$ cat src/rtl/cbs_pkg.sv
package cbs_pkg;
  typedef enum logic [1:0] {
    ACT_HOLD  = 2'd0,
    ACT_FILL  = 2'd1,
    ACT_DRAIN = 2'd2,
    ACT_EMPTY = 2'd3
  } cbs_act_e;
endpackage

$ cat src/rtl/cbs_tick_gen.sv
module cbs_tick_gen #(
  parameter int FAST_PERIOD = 1,
  parameter int SLOW_PERIOD = 4
) (
  input  logic clk,
  input  logic rst_ni,
  input  logic speed_sel_i,
  output logic tick_o
);
  localparam int MAXP  = (FAST_PERIOD > SLOW_PERIOD) ? FAST_PERIOD : SLOW_PERIOD;
  localparam int CNT_W = (MAXP > 1) ? $clog2(MAXP) + 1 : 1;

  logic [CNT_W-1:0] cnt_q, cnt_d, lim;

  always_comb begin
    lim    = speed_sel_i ? CNT_W'(FAST_PERIOD - 1) : CNT_W'(SLOW_PERIOD - 1);
    tick_o = (cnt_q >= lim);
    cnt_d  = tick_o ? '0 : cnt_q + 1'b1;
  end

  always_ff @(posedge clk or negedge rst_ni) begin
    if (!rst_ni) cnt_q <= '0;
    else         cnt_q <= cnt_d;
  end


  cnt_bound_chk: assert property (@(posedge clk) disable iff (!rst_ni)
    tick_o |=> (cnt_q == '0));
endmodule

$ cat src/rtl/cbs_action_sel.sv
module cbs_action_sel
  import cbs_pkg::*;
(
  input  logic     has_data_i,
  input  logic     sending_i,
  output cbs_act_e act_o
);
  always_comb begin
    if (sending_i)       act_o = ACT_DRAIN;
    else if (has_data_i) act_o = ACT_FILL;
    else                 act_o = ACT_EMPTY;
  end
endmodule

$ cat src/rtl/cbs_credit_acc.sv
module cbs_credit_acc
  import cbs_pkg::*;
#(
  parameter int LIM_W   = 32,
  parameter int SLOPE_W = 32
) (
  input  logic                    clk,
  input  logic                    rst_ni,
  input  logic                    tick_i,
  input  logic                    active_i,
  input  cbs_act_e                act_i,
  input  logic [SLOPE_W-1:0]      idle_slope_i,
  input  logic [SLOPE_W-1:0]      send_slope_i,
  input  logic [LIM_W-1:0]        hi_lim_i,
  input  logic [LIM_W-1:0]        lo_lim_i,
  output logic signed [LIM_W:0]   credit_o
);
  localparam int CW = LIM_W + 1;
  localparam int SW = ((LIM_W > SLOPE_W) ? LIM_W : SLOPE_W) + 3;

  logic signed [CW-1:0] credit_q, credit_d;
  logic signed [SW-1:0] cur, add_s, sub_s, hi_s, lo_s, sum, dif, nxt;
  logic                 en;

  always_comb begin
    cur   = SW'(credit_q);
    add_s = signed'(SW'(idle_slope_i));
    sub_s = signed'(SW'(send_slope_i));
    hi_s  = signed'(SW'(hi_lim_i));
    lo_s  = -signed'(SW'(lo_lim_i));
    sum   = cur + add_s;
    dif   = cur - sub_s;
    unique case (act_i)
      ACT_FILL:  nxt = (sum > hi_s) ? hi_s : sum;
      ACT_DRAIN: nxt = (dif < lo_s) ? lo_s : dif;
      ACT_EMPTY: begin
        if (cur > 0)      nxt = '0;
        else if (sum > 0) nxt = '0;
        else              nxt = sum;
      end
      default:   nxt = cur;
    endcase
    en       = tick_i || !active_i;
    credit_d = active_i ? CW'(nxt) : '0;
  end

  always_ff @(posedge clk or negedge rst_ni) begin
    if (!rst_ni)  credit_q <= '0;
    else if (en)  credit_q <= credit_d;
  end

  assign credit_o = credit_q;


  credit_ceiling_chk: assert property (@(posedge clk) disable iff (!rst_ni)
    (tick_i && active_i && act_i == ACT_FILL) |=>
      (SW'(credit_q) <= signed'(SW'($past(hi_lim_i)))));


  credit_floor_chk: assert property (@(posedge clk) disable iff (!rst_ni)
    (tick_i && active_i && act_i == ACT_DRAIN) |=>
      (SW'(credit_q) >= -signed'(SW'($past(lo_lim_i)))));


  empty_clear_chk: assert property (@(posedge clk) disable iff (!rst_ni)
    (tick_i && active_i && act_i == ACT_EMPTY && credit_q > 0) |=> (credit_q == 0));


  no_tick_hold_chk: assert property (@(posedge clk) disable iff (!rst_ni)
    (!tick_i && active_i) |=> $stable(credit_q));


  plain_zero_chk: assert property (@(posedge clk) disable iff (!rst_ni)
    !active_i |=> (credit_q == 0));
endmodule

$ cat src/rtl/cbs_queue_shaper.sv
module cbs_queue_shaper
  import cbs_pkg::*;
#(
  parameter int QUEUE_IDX   = 1,
  parameter int LIM_W       = 32,
  parameter int SLOPE_W     = 32,
  parameter int FAST_PERIOD = 1,
  parameter int SLOW_PERIOD = 4
) (
  input  logic                  clk,
  input  logic                  rst_n,
  input  logic                  shape_en_i,
  input  logic                  speed_sel_i,
  input  logic                  has_data_i,
  input  logic                  sending_i,
  input  logic [SLOPE_W-1:0]    idle_slope_i,
  input  logic [SLOPE_W-1:0]    send_slope_i,
  input  logic [LIM_W-1:0]      hi_credit_i,
  input  logic [LIM_W-1:0]      lo_credit_i,
  output logic signed [LIM_W:0] credit_o,
  output logic                  eligible_o
);
  logic [1:0] rst_sync_q;
  logic       rst_int_n;
  logic       tick;
  logic       active;
  cbs_act_e   act;

  always_ff @(posedge clk or negedge rst_n) begin
    if (!rst_n) rst_sync_q <= 2'b00;
    else        rst_sync_q <= {rst_sync_q[0], 1'b1};
  end
  assign rst_int_n = rst_sync_q[1];

  generate
    if (QUEUE_IDX == 0) begin : g_no_shape
      assign active = 1'b0;
    end else begin : g_shape
      assign active = shape_en_i;
    end
  endgenerate

  cbs_tick_gen #(
    .FAST_PERIOD (FAST_PERIOD),
    .SLOW_PERIOD (SLOW_PERIOD)
  ) u_tick (
    .clk         (clk),
    .rst_ni      (rst_int_n),
    .speed_sel_i (speed_sel_i),
    .tick_o      (tick)
  );

  cbs_action_sel u_act (
    .has_data_i (has_data_i),
    .sending_i  (sending_i),
    .act_o      (act)
  );

  cbs_credit_acc #(
    .LIM_W   (LIM_W),
    .SLOPE_W (SLOPE_W)
  ) u_acc (
    .clk          (clk),
    .rst_ni       (rst_int_n),
    .tick_i       (tick),
    .active_i     (active),
    .act_i        (act),
    .idle_slope_i (idle_slope_i),
    .send_slope_i (send_slope_i),
    .hi_lim_i     (hi_credit_i),
    .lo_lim_i     (lo_credit_i),
    .credit_o     (credit_o)
  );

  assign eligible_o = !active || !credit_o[LIM_W];


  neg_blocks_chk: assert property (@(posedge clk) disable iff (!rst_int_n)
    (active && credit_o < 0) |-> !eligible_o);


  q0_plain_chk: assert property (@(posedge clk) disable iff (!rst_int_n)
    (QUEUE_IDX == 0) |-> (eligible_o && credit_o == 0));
endmodule

$ cat config.mk
export PLATFORM = sky130hd
export DESIGN_NAME = cbs_queue_shaper
export DESIGN_NICKNAME = d
export VERILOG_FILES = /design/src/rtl/cbs_pkg.sv /design/src/rtl/cbs_tick_gen.sv /design/src/rtl/cbs_action_sel.sv /design/src/rtl/cbs_credit_acc.sv /design/src/rtl/cbs_queue_shaper.sv
export SDC_FILE = /design/constraint.sdc
export NUM_CORES = 1
export LEC_CHECK = 0
export BUFFER_PORTS_ARGS = -buffer_cell sky130_fd_sc_hd__buf_2
export CORE_MARGIN = 3
export CORE_UTILIZATION = 36
export DETAILED_ROUTE_END_ITERATION = 16
export GPL_ROUTABILITY_DRIVEN = 1
export PLACE_DENSITY_LB_ADDON = 0.2
export SLEW_MARGIN = 10
export SYNTH_ARGS = -nofsm -noshare
export SYNTH_HDL_FRONTEND = slang
export SYNTH_SLANG_ARGS = --single-unit
$ cat constraint.sdc
create_clock -name clk -period 1.82 [get_ports clk]
set_input_delay 0.182 -clock clk [delete_from_list [all_inputs] [get_ports clk]]
set_output_delay 0.182 -clock clk [all_outputs]
set_load 0.01 [all_outputs]
-- After elaboration in Yosys (flattened, before gate mapping)
Index checks and enable logic that the tools add are counted.
- register bits: 38
- latch bits: 0
- bits in writable memories: 0
- bits in read-only memories: 0
- input port bits: 134
- output and inout port bits: 34
- logic and storage cells: 31
- memories: 0
- add/sub/neg operators: 4
- multipliers: 0
- div/mod/pow operators: 0
- order comparisons: 5
- equal/unequal tests: 4
- shifts and indexed selects: 0
- mux-type cells: 10
- bitwise gates (word level): 0
- reduce and logical (&&, ||, !) cells: 5
- operators with widths (operator ; number):
    $mux W33 ; 5
    $pmux W33 S3 ; 1
    $lt A34 B35 Y1 ; 1
    $neg A32 Y35 ; 1
    $add A33 B33 Y34 ; 1
    $gt A34 B1 Y1 const B ; 1
    $gt A34 B33 Y1 ; 1
    $sub A33 B33 Y34 ; 1
    $gt A33 B1 Y1 const B ; 1
    $mux W2 ; 3
    $eq A2 B2 Y1 const B ; 2
    $ne A4 B1 Y1 const B ; 1
    $add A3 B1 Y3 const B ; 1
    $ge A3 B3 Y1 ; 1
    $mux W3 ; 1
    $eq A2 B1 Y1 const B ; 1
    $logic_not A1 Y1 ; 2
    $logic_or A1 B1 Y1 ; 2
    $reduce_and A2 Y1 ; 1

-- Longest topological paths before layout
Gate-level depths: netlist of the first run.
- word-level depth: 6
- depth in mapped cells: 27
- gate-level depth less buffers: 24

-- Modules after synthesis
Synthesis of the first run repeated with hierarchy kept, for this count alone.
- cells, all modules: 1221
- area, all modules: 8710.9 sq um
- by module, submodules not included (module ; times used ; cells each ; area each (sq um) ; sequential area each (sq um)):
    cbs_credit_acc ; 1 ; 1200 ; 8458.1 ; 825.8
    cbs_tick_gen ; 1 ; 15 ; 185.2 ; 75.1
    cbs_queue_shaper ; 1 ; 4 ; 57.6 ; 50.0
    cbs_action_sel ; 1 ; 2 ; 10.0 ; 0.0

-- Worst setup path after synthesis of the first run
OpenSTA, ideal clock, no wires.
- path type: register to register
- start point: register u_acc.credit_q[1], in the netlist u_acc.credit_o[1]
- end point: register u_acc.credit_q[20], in the netlist u_acc.credit_o[20]
- library setup time: 122 ps
- data arrival time: 5260 ps
- data required time: 1698 ps
- slack: -3561 ps
- cell stages (with the launch flop): 25
- buffers on the path: 2
- clock period less this slack: 5381 ps
- cell sequence: dfrtp_1 > ha_1 > nor2b_1 > o31a_1 > o211ai_1 > a211o_1 > a31oi_1 > a31oi_1 > a21oi_1 > a21o_1 > a21oi_1 > nor2b_1 > o21ai_0 > ha_1 > clkbuf_1 > nand3_1 > or3_1 > nor2_1 > o21ai_0 > o32ai_4 > a31oi_4 > and3_4 > buf_6 > a221o_1 > a32o_1
- cells in the longest elaborated chain, start to end: 6
- elaborated cells between the ends (all ways): 12
- classes of those cells: add/sub: 2; order compare: 4; mux: 6
- ends and longest elaborated chain (element ; RTL line ; RTL):
    from (decl) ; cbs_credit_acc.sv:21 ; logic signed [CW-1:0] credit_q, credit_d;
    from (signal assigned) ; cbs_credit_acc.sv:49 ; else if (en) credit_q <= credit_d;
    $add A33 B33 Y34 ; cbs_credit_acc.sv:31 ; sum = cur + add_s;
    $gt A34 B1 Y1 ; cbs_credit_acc.sv:38 ; else if (sum > 0) nxt = '0;
    $mux W33 ; cbs_credit_acc.sv:38 ;
    $mux W33 ; cbs_credit_acc.sv:37 ; if (cur > 0) nxt = '0;
    $pmux W33 S3 (*) ; cbs_credit_acc.sv:33 ; unique case (act_i)
    $mux W33 (*) ; cbs_credit_acc.sv:44 ; credit_d = active_i ? CW'(nxt) : '0;
Mark *: on every way between the ends. The rest lies on a longest branch, timed or not.
A chain may end at the register's enable or synchronous reset.

-- Worst setup path after layout of the first run
- start point: register u_acc.credit_q[1], in the netlist u_acc.credit_o[1]
- end point: register u_acc.credit_q[8], in the netlist u_acc.credit_o[8]
Same word-level chain as after synthesis.

==> impl_results.md, run 1 <==
- Number of hold violations in the final report: 0
- Final min period: 5.21 ns
- Residual overflow from global routing: 0
- Total detailed-routing wirelength: 39.7 mm
- Drt via density: 5.46
- Total Die Area: 0.0268 mm²
- Detailed Route Iter0 Violations: 1295
- Fraction of the yosys area taken by sequential cells: 10.6%
- Crit path buffers/inverters: 5
- DP Worst Slack: -3.54 ns
- Avg Synthesized Cell Area: 7.28 µm²
- Violated checks: negative setup slack
- Min Hold Slack: 0.230 ns
- Max incr delay on CP: 0.39 ns
- Number of levels the H-tree was split into: 2
- Worst IR Drop VDD: 0.00104 V
- Pins Over Slew Limit: 0
- Via count of the routed design: 12200
- Filler Cells Inserted: 2147
- Cell total after placement: 2165
- Number of clock sinks: 38
- Syn Inst Count: 1229
- Worst flop-to-flop path startpoint: u_acc.credit_o[1]
- Cell area power density: 1760 mW/mm²
- CTS tree: built
- CORE AREA: 0.0244 mm²
- Count of flip-flops with a built-in enable after synthesis: 0
- Crit Reg-Reg Endpoint: u_acc.credit_o[8]
- Depth of the worst register-to-register path: 27
- Reported leakage power: 0.00787 µW
- Slew HR: 53.4%
- Routed wire length per instance: 17.8 µm
- Die span in y: 164 µm
- Root cell of the clock tree: sky130_fd_sc_hd__clkbuf_16
- HPWL after DPL: 32.0 mm
- Element type at the critical path start: flip-flop
- Clk_lat worst skew: 0.29 ns
- Type of the setup path with the least slack: flip-flop to flip-flop
- DRC violations left: 0
- Diodes inserted: 0
- Yosys warnings: 0
- Clock-pin slew reported for the worst setup and hold paths after clock tree synthesis: 0.06 ns
- Via count of the first global-routing pass: 11800
- Max Cap Violations: 0
- Status: finished, violations left
- Post-synthesis instance area: 0.00894 mm²
- Category of cells accounting for the largest share of critical-path delay: compound AO/OA/AOI/OAI gates
- PnR Total Power: 27200 µW
- Leading register cell type out of synthesis: sky130_fd_sc_hd__dfrtp_1
- Largest buffer count on any clock path: 2
- Starting density of the core: 36.7%
- Aggregate global-route resource usage: 28.5%
- Fraction of the cycle the final worst path needs: 286%
- Required time of the critical path: 1.99 ns
- Register-to-register setup slack: -3.39 ns
- Final weighted congestion in routability-driven placement: 0.945
- Data arrival time of the critical path: 5.37 ns
- # IOs: 168
- Post-synth ARST share: 100%
- Row count: 57
- CP max FO: 6
- Non-filler cells, final: 2234
- Clock buffers created by TritonCTS: 5
- CP Capture Type: flip-flop
- Unrepaired setup endpoints after global routing: true
- Syn_nets: 1498
- Transition time at the pin with the least slew margin: 0.692 ns
- Final net count: 2178
- Worst setup slack after layout: -3.39 ns
- Initial antenna violation count: 0
- Die boundary width: 164 µm
- Hold/Removal Path Class: primary input to asynchronous set/reset pin
- Area growth syn-to-layout: 72.7%
- Layout Skew: 0.00630 ns
- Yosys reg bits: 38
- Distinct cell type count after synthesis: 79
- Fraction of layout cells with a size suffix above 1: 47.1%
- Pin count of the biggest net entering global routing: 37
- Number of input and output port buffers inserted: 167
- First-pass GRT wire length: 61.3 mm
- Detail Route Antenna Nets: 0
- Final Setup Violations: 33
- Fmax achieved: 192 MHz
- Router iterations before antenna repair: 5
- CP max stage cell: sky130_fd_sc_hd__dfrtp_1
## how the worst max path moves through the flow
stage	end	cells past startpoint	slack, ns	startpoint
after floorplan	u_acc.credit_o[20]	24	-3.14	u_acc.credit_o[0]
after global placement	u_acc.credit_o[23]	23	-3.58	u_acc.credit_o[8]
after detailed placement	u_acc.credit_o[23]	23	-3.54	u_acc.credit_o[8]
after CTS	u_acc.credit_o[8]	25	-3.30	u_acc.credit_o[2]
after global routing	u_acc.credit_o[21]	24	-3.56	u_acc.credit_o[1]
final	u_acc.credit_o[8]	27	-3.39	u_acc.credit_o[1]
## sequential cells by signal, summed over array words and instances (netlist names)
name,cells
u_tick.cnt_q,3
rst_sync_q,2
u_acc.credit_o,33
## stage by stage
stage                     setup TNS (ns)  util (%)  instance area [µm²]
after floorplan                  -100.17         -                 9090
after global placement           -112.87      56.6                13800
final                            -108.32      63.3                15400
after detailed placement         -113.78      56.6                13800
after CTS                        -106.45      61.7                15000
after global routing             -114.91      63.3                15400
## power breakdown
group          internal (µW)  total, µW  leakage, µW  switching [µW]
clock                    544        905    0.0000739             361
sequential              1160       1600     0.000491             438
combinational          12700      24700      0.00730           12000
## worst reg2reg max path: cells and delay by family, from the launching register on
kind	cells	cell delay [ns]
AOI/OAI and AO/OA	13	2.28
and+or+nand+nor	5	0.80
adders and majority gates	2	0.68
buffers and inverters	5	0.58
DFF	1	0.39
muxes	1	0.20
xor gates and xnor gates	1	0.14
## kinds of logic after synthesis
| logic type | synth area share (%) |
|---|---|
| buffers and inverters | 7.90 |
| xor gates and xnor gates | 8.21 |
| AOI/OAI and AO/OA | 32.5 |
| muxes | 2.25 |
| adders and majority gates | 19.1 |
| other | 0.0419 |
| and+or+nand+nor | 19.4 |
| DFF | 10.6 |
## layout by cell type, fill, tap and decap left out, types with 35 or more instances in the layout
master                      n
sky130_fd_sc_hd__ha_1     117
sky130_fd_sc_hd__inv_1    132
sky130_fd_sc_hd__buf_2    167
sky130_fd_sc_hd__xnor2_1   44
sky130_fd_sc_hd__o21ai_0   69
sky130_fd_sc_hd__buf_4    511
sky130_fd_sc_hd__a21oi_1  101
sky130_fd_sc_hd__nor2_1    77
sky130_fd_sc_hd__nand2_1   74
sky130_fd_sc_hd__a21o_1    35
## synthesized netlist by cell type (12+ instances only)
| cell type | count | area (µm²) |
|---|---|---|
| sky130_fd_sc_hd__nand2b_1 | 15 | 93.8 |
| sky130_fd_sc_hd__and2_1 | 13 | 81.3 |
| sky130_fd_sc_hd__xnor2_1 | 46 | 403 |
| sky130_fd_sc_hd__nor2_1 | 82 | 308 |
| sky130_fd_sc_hd__nor4_1 | 19 | 119 |
| sky130_fd_sc_hd__a21oi_1 | 120 | 601 |
| sky130_fd_sc_hd__mux2i_1 | 19 | 190 |
| sky130_fd_sc_hd__o21a_1 | 15 | 113 |
| sky130_fd_sc_hd__nand3_1 | 24 | 120 |
| sky130_fd_sc_hd__clkbuf_1 | 29 | 109 |
| sky130_fd_sc_hd__o211ai_1 | 15 | 113 |
| sky130_fd_sc_hd__xor2_1 | 36 | 315 |
| sky130_fd_sc_hd__dfrtp_1 | 38 | 951 |
| sky130_fd_sc_hd__nor3_1 | 22 | 110 |
| sky130_fd_sc_hd__a211oi_1 | 19 | 143 |
| sky130_fd_sc_hd__nand4_1 | 17 | 106 |
| sky130_fd_sc_hd__o21ai_0 | 93 | 465 |
| sky130_fd_sc_hd__inv_1 | 135 | 507 |
| sky130_fd_sc_hd__ha_1 | 133 | 1660 |
| sky130_fd_sc_hd__nand2_1 | 82 | 308 |
| sky130_fd_sc_hd__a21o_1 | 35 | 263 |
| sky130_fd_sc_hd__a32o_1 | 12 | 120 |
## layout make-up
type                            count  area [µm²]  share of cell area (%)
Clock buffer                        7         143                   0.924
Clock inverter                      1        5.00                  0.0324
Inverter                          135         509                    3.30
Multi-Input combinational cell   1017        8280                    53.6
Sequential cell                    38         962                    6.23
Tap cell                          324         405                    2.62
Timing Repair Buffer              712        5140                    33.3
## metal layers
layer | global-route usage (%) | share of wire, % | wire length (µm) | vias to the layer above
met4 | 8.69 | 3.1 | 1240 | 0
met2 | 47.1 | 46 | 18100 | 490
li1 | - | - | - | 5905
met5 | 0 | 0 | 0 | -
met1 | 40.0 | 45 | 18000 | 5724
met3 | 1.52 | 5.9 | 2360 | 76
## repair_timing
action,4_1_cts,5_1_grt
hold buffers,1,0
endpoints found under the hold margin,2,0
gates cloned,5,0
pin swaps,63,66
endpoints found under the setup margin,33,33
setup buffers,48,12
resized for setup,133,81
Power figures use the tool's default switching activity.
==> run 2: changes to the inputs <==
--- a/config.mk
+++ b/config.mk
@@ -10,2 +10,3 @@
 export CORE_UTILIZATION = 36
+export CTS_BUF_LIST = sky130_fd_sc_hd__clkbuf_8
 export DETAILED_ROUTE_END_ITERATION = 16
--- a/constraint.sdc
+++ b/constraint.sdc
@@ -3,2 +3,2 @@
 set_output_delay 0.182 -clock clk [all_outputs]
-set_load 0.01 [all_outputs]
+set_load 0.005 [all_outputs]
==> run 2 against run 1 <==
The run still ends with negative setup slack left. Sequential share of layout area grew 0.32 points. Count of clock-buffer cells in the layout fell by 2. Utilization down 3.2 points. Global-route usage decreased by 1.4 points. Clock skew increased by 0.0018 ns. Power decreased by 10%.
==> impl_results.md, run 2 (synthesis gave the netlist of run 1 again) <==
- Detail Route Antenna Nets: 0 (unchanged)
- Die span in y: 164 µm (unchanged)
- Initial antenna violation count: 0 (unchanged)
- Largest buffer count on any clock path: 2 (unchanged)
- Diodes inserted: 0 (unchanged)
- Clock-pin slew reported for the worst setup and hold paths after clock tree synthesis: 0.08 ns (+0.02 ns)
- Transition time at the pin with the least slew margin: 0.574 ns (-0.118 ns)
- CP max stage cell: sky130_fd_sc_hd__dfrtp_2
- Number of levels the H-tree was split into: 2 (unchanged)
- DP Worst Slack: -3.66 ns (-0.121 ns)
- Worst IR Drop VDD: 0.000813 V (-22%)
- Top library cells by usage in the layout, fill and taps aside: sky130_fd_sc_hd__buf_4, sky130_fd_sc_hd__buf_2, sky130_fd_sc_hd__inv_1
- Pin count of the biggest net entering global routing: 37 (unchanged)
- Root cell of the clock tree: sky130_fd_sc_hd__clkbuf_8
- Fraction of layout cells with a size suffix above 1: 43.7% (-3.4 points)
- Register-to-register setup slack: -3.33 ns (+0.06 ns)
- Routed wire length per instance: 17.1 µm (-4.1%)
- Type of the setup path with the least slack: flip-flop to flip-flop
- CTS tree: built
- Detailed Route Iter0 Violations: 1146 (-12%)
- Area growth syn-to-layout: 64.0%
- Worst flop-to-flop path startpoint: u_acc.credit_o[0]
- Required time of the critical path: 2.01 ns (+0.02 ns)
- Max Cap Violations: 0 (unchanged)
- Via count of the routed design: 11900 (-2.6%)
- Aggregate global-route resource usage: 27.1% (-1.4 points)
- Clock buffers created by TritonCTS: 5 (unchanged)
- Status: finished, violations left
- DRC violations left: 0 (unchanged)
- Depth of the worst register-to-register path: 22 (-19%)
- Violated checks: negative setup slack
- Post-route cell area: 0.0147 mm² (-5.0%)
- Hold/Removal Path Class: primary input to asynchronous set/reset pin
- Fmax achieved: 194 MHz (+1.1%)
- Area after detailed placement: 0.0138 mm² (about the same)
- # IOs: 168 (unchanged)
- Total Die Area: 0.0268 mm² (unchanged)
- CP Capture Type: flip-flop
- Element type at the critical path start: flip-flop
- Most common cell after layout, fill and taps aside: sky130_fd_sc_hd__buf_4
- Layout Skew: 0.00815 ns (+0.00185 ns)
- HPWL after DPL: 31.8 mm (-0.40%)
- Sum Neg Setup Slack: -107.55 ns (+0.769 ns)
- Drt via density: 5.39 (-1.2%)
- Number of input and output port buffers inserted: 167 (unchanged)
- Number of hold violations in the final report: 0 (unchanged)
- Cell area power density: 1660 mW/mm² (-5.4%)
- Crit Reg-Reg Endpoint: u_acc.credit_o[26]
- Final Setup Violations: 33 (unchanged)
- Number of flip-flops in the largest register: 33 (unchanged)
- Clk_lat worst skew: 0.30 ns (about the same)
- Final min period: 5.15 ns (-0.0555 ns)
- Unrepaired setup endpoints after global routing: true
- Cell mode on critical path: sky130_fd_sc_hd__o211ai_1
- Final net count: 2149 (-1.3%)
- Die boundary width: 164 µm (unchanged)
- Router iterations before antenna repair: 5 (unchanged)
- Residual overflow from global routing: 0 (unchanged)
- Reported leakage power: 0.00760 µW (-3.4%)
- First-pass GRT wire length: 58.3 mm (-4.9%)
- Fraction of the cycle the final worst path needs: 283% (-3.0 points)
- Worst setup slack after layout: -3.33 ns (+0.0555 ns)
- Min Hold Slack: 0.182 ns (-0.0484 ns)
- Final weighted congestion in routability-driven placement: 0.979 (+3.6%)
- CP max FO: 6 (unchanged)
- Total detailed-routing wirelength: 37.6 mm (-5.4%)
- Row count: 57 (unchanged)
- Slew HR: 60.8% (+7.4 points)
- Number of clock sinks: 38 (unchanged)
- PnR Total Power: 24400 µW (-10%)
- Starting density of the core: 36.7% (unchanged)
- Via count of the first global-routing pass: 11300 (-4.0%)
- Max incr delay on CP: 0.44 ns (+0.05 ns)
- Series of cell instances along the critical path: ha_4 -> fa_2 -> a21oi_2 -> o211ai_1 -> a31o_2 -> o211ai_1 -> buf_4 -> a21oi_2 -> or3_4 -> and2_4 -> ha_4 -> a21o_1 -> a21o_1 -> a2111oi_4 -> o21ai_1 -> or3b_4 -> o211ai_1 -> a31oi_2 -> and2_4 -> a22oi_2 -> nor3_2 -> a211o_1
- Data arrival time of the critical path: 5.34 ns (-0.03 ns)
- Pins Over Slew Limit: 0 (unchanged)
- CORE AREA: 0.0244 mm² (unchanged)
==> run 2: cell count changes in the layout (fill, tap and decap cells not counted), sizes merged <==
cell,change
buf,-28
and3,-1
inv,+2
clkbuf,-2
clkinv,-1
==> run 2: power breakdown <==
part / total (µW) / internal [µW] / switching [µW] / leakage, µW
logic: 22200 / 11400 / 10800 / 0.00706
registers: 1630 / 1150 / 479 / 0.000492
clock network: 555 / 253 / 302 / 0.0000466
total: 24400 / 12800 / 11600 / 0.00760
==> run 2: how the worst max path moves through the flow <==
stage | startpoint | endpoint | slack (ns) | cells past startpoint
after floorplan | u_acc.credit_o[0] | u_acc.credit_o[20] | -3.09 | 24
after global placement | u_acc.credit_o[7] | u_acc.credit_o[26] | -3.69 | 22
after detailed placement | u_acc.credit_o[8] | u_acc.credit_o[26] | -3.66 | 22
after CTS | u_acc.credit_o[0] | u_acc.credit_o[17] | -3.34 | 24
after global routing | u_acc.credit_o[0] | u_acc.credit_o[26] | -3.54 | 22
final | u_acc.credit_o[0] | u_acc.credit_o[26] | -3.33 | 22
==> run 2: per-stage QoR <==
step / utilization (%) / std cells
after floorplan: - / 1229
after global placement: 56.6 / 2164
after detailed placement: 56.6 / 2164
after CTS: 59.0 / 2194
after global routing: 60.1 / 2204
final: 60.1 / 2204
==> run 2: what timing repair did <==
action / in CTS / in global routing
hold buffers: 1 / 0
pin swaps: 52 / 29
endpoints found under the setup margin: 33 / 33
setup buffers: 24 / 10
resized for setup: 72 / 45
cloned: 1 / 0
hold endpoints to repair: 2 / 0
==> run 2: routing by layer <==
metal | track usage (%) | vias to the layer above | part of all wire, %
li1 | - | 5847 | -
met1 | 39.3 | 5531 | 47
met2 | 43.5 | 435 | 44
met3 | 1.57 | 69 | 6.4
met4 | 7.15 | 0 | 2.7
met5 | 0 | - | 0
==> run 2: worst max-delay path: cells and delay by family, from the launching register on <==
kind	cells	cell delay (ns)
flip-flops	1	0.44
AO/OA/AOI/OAI	13	2.56
buffers and inverters	1	0.18
adder cells (fa/ha/maj)	3	0.67
AND/OR/NAND/NOR	5	1.16
==> run 2: area by class of cell <==
cell class	instances	area [µm²]
clock buffers	5	68.8
clock inverters	2	7.51
fillers	2327	9720
inverters	135	509
multi-input cells	1016	7930
flip-flops and latches	38	961
well taps	324	405
repair buffers	684	4790
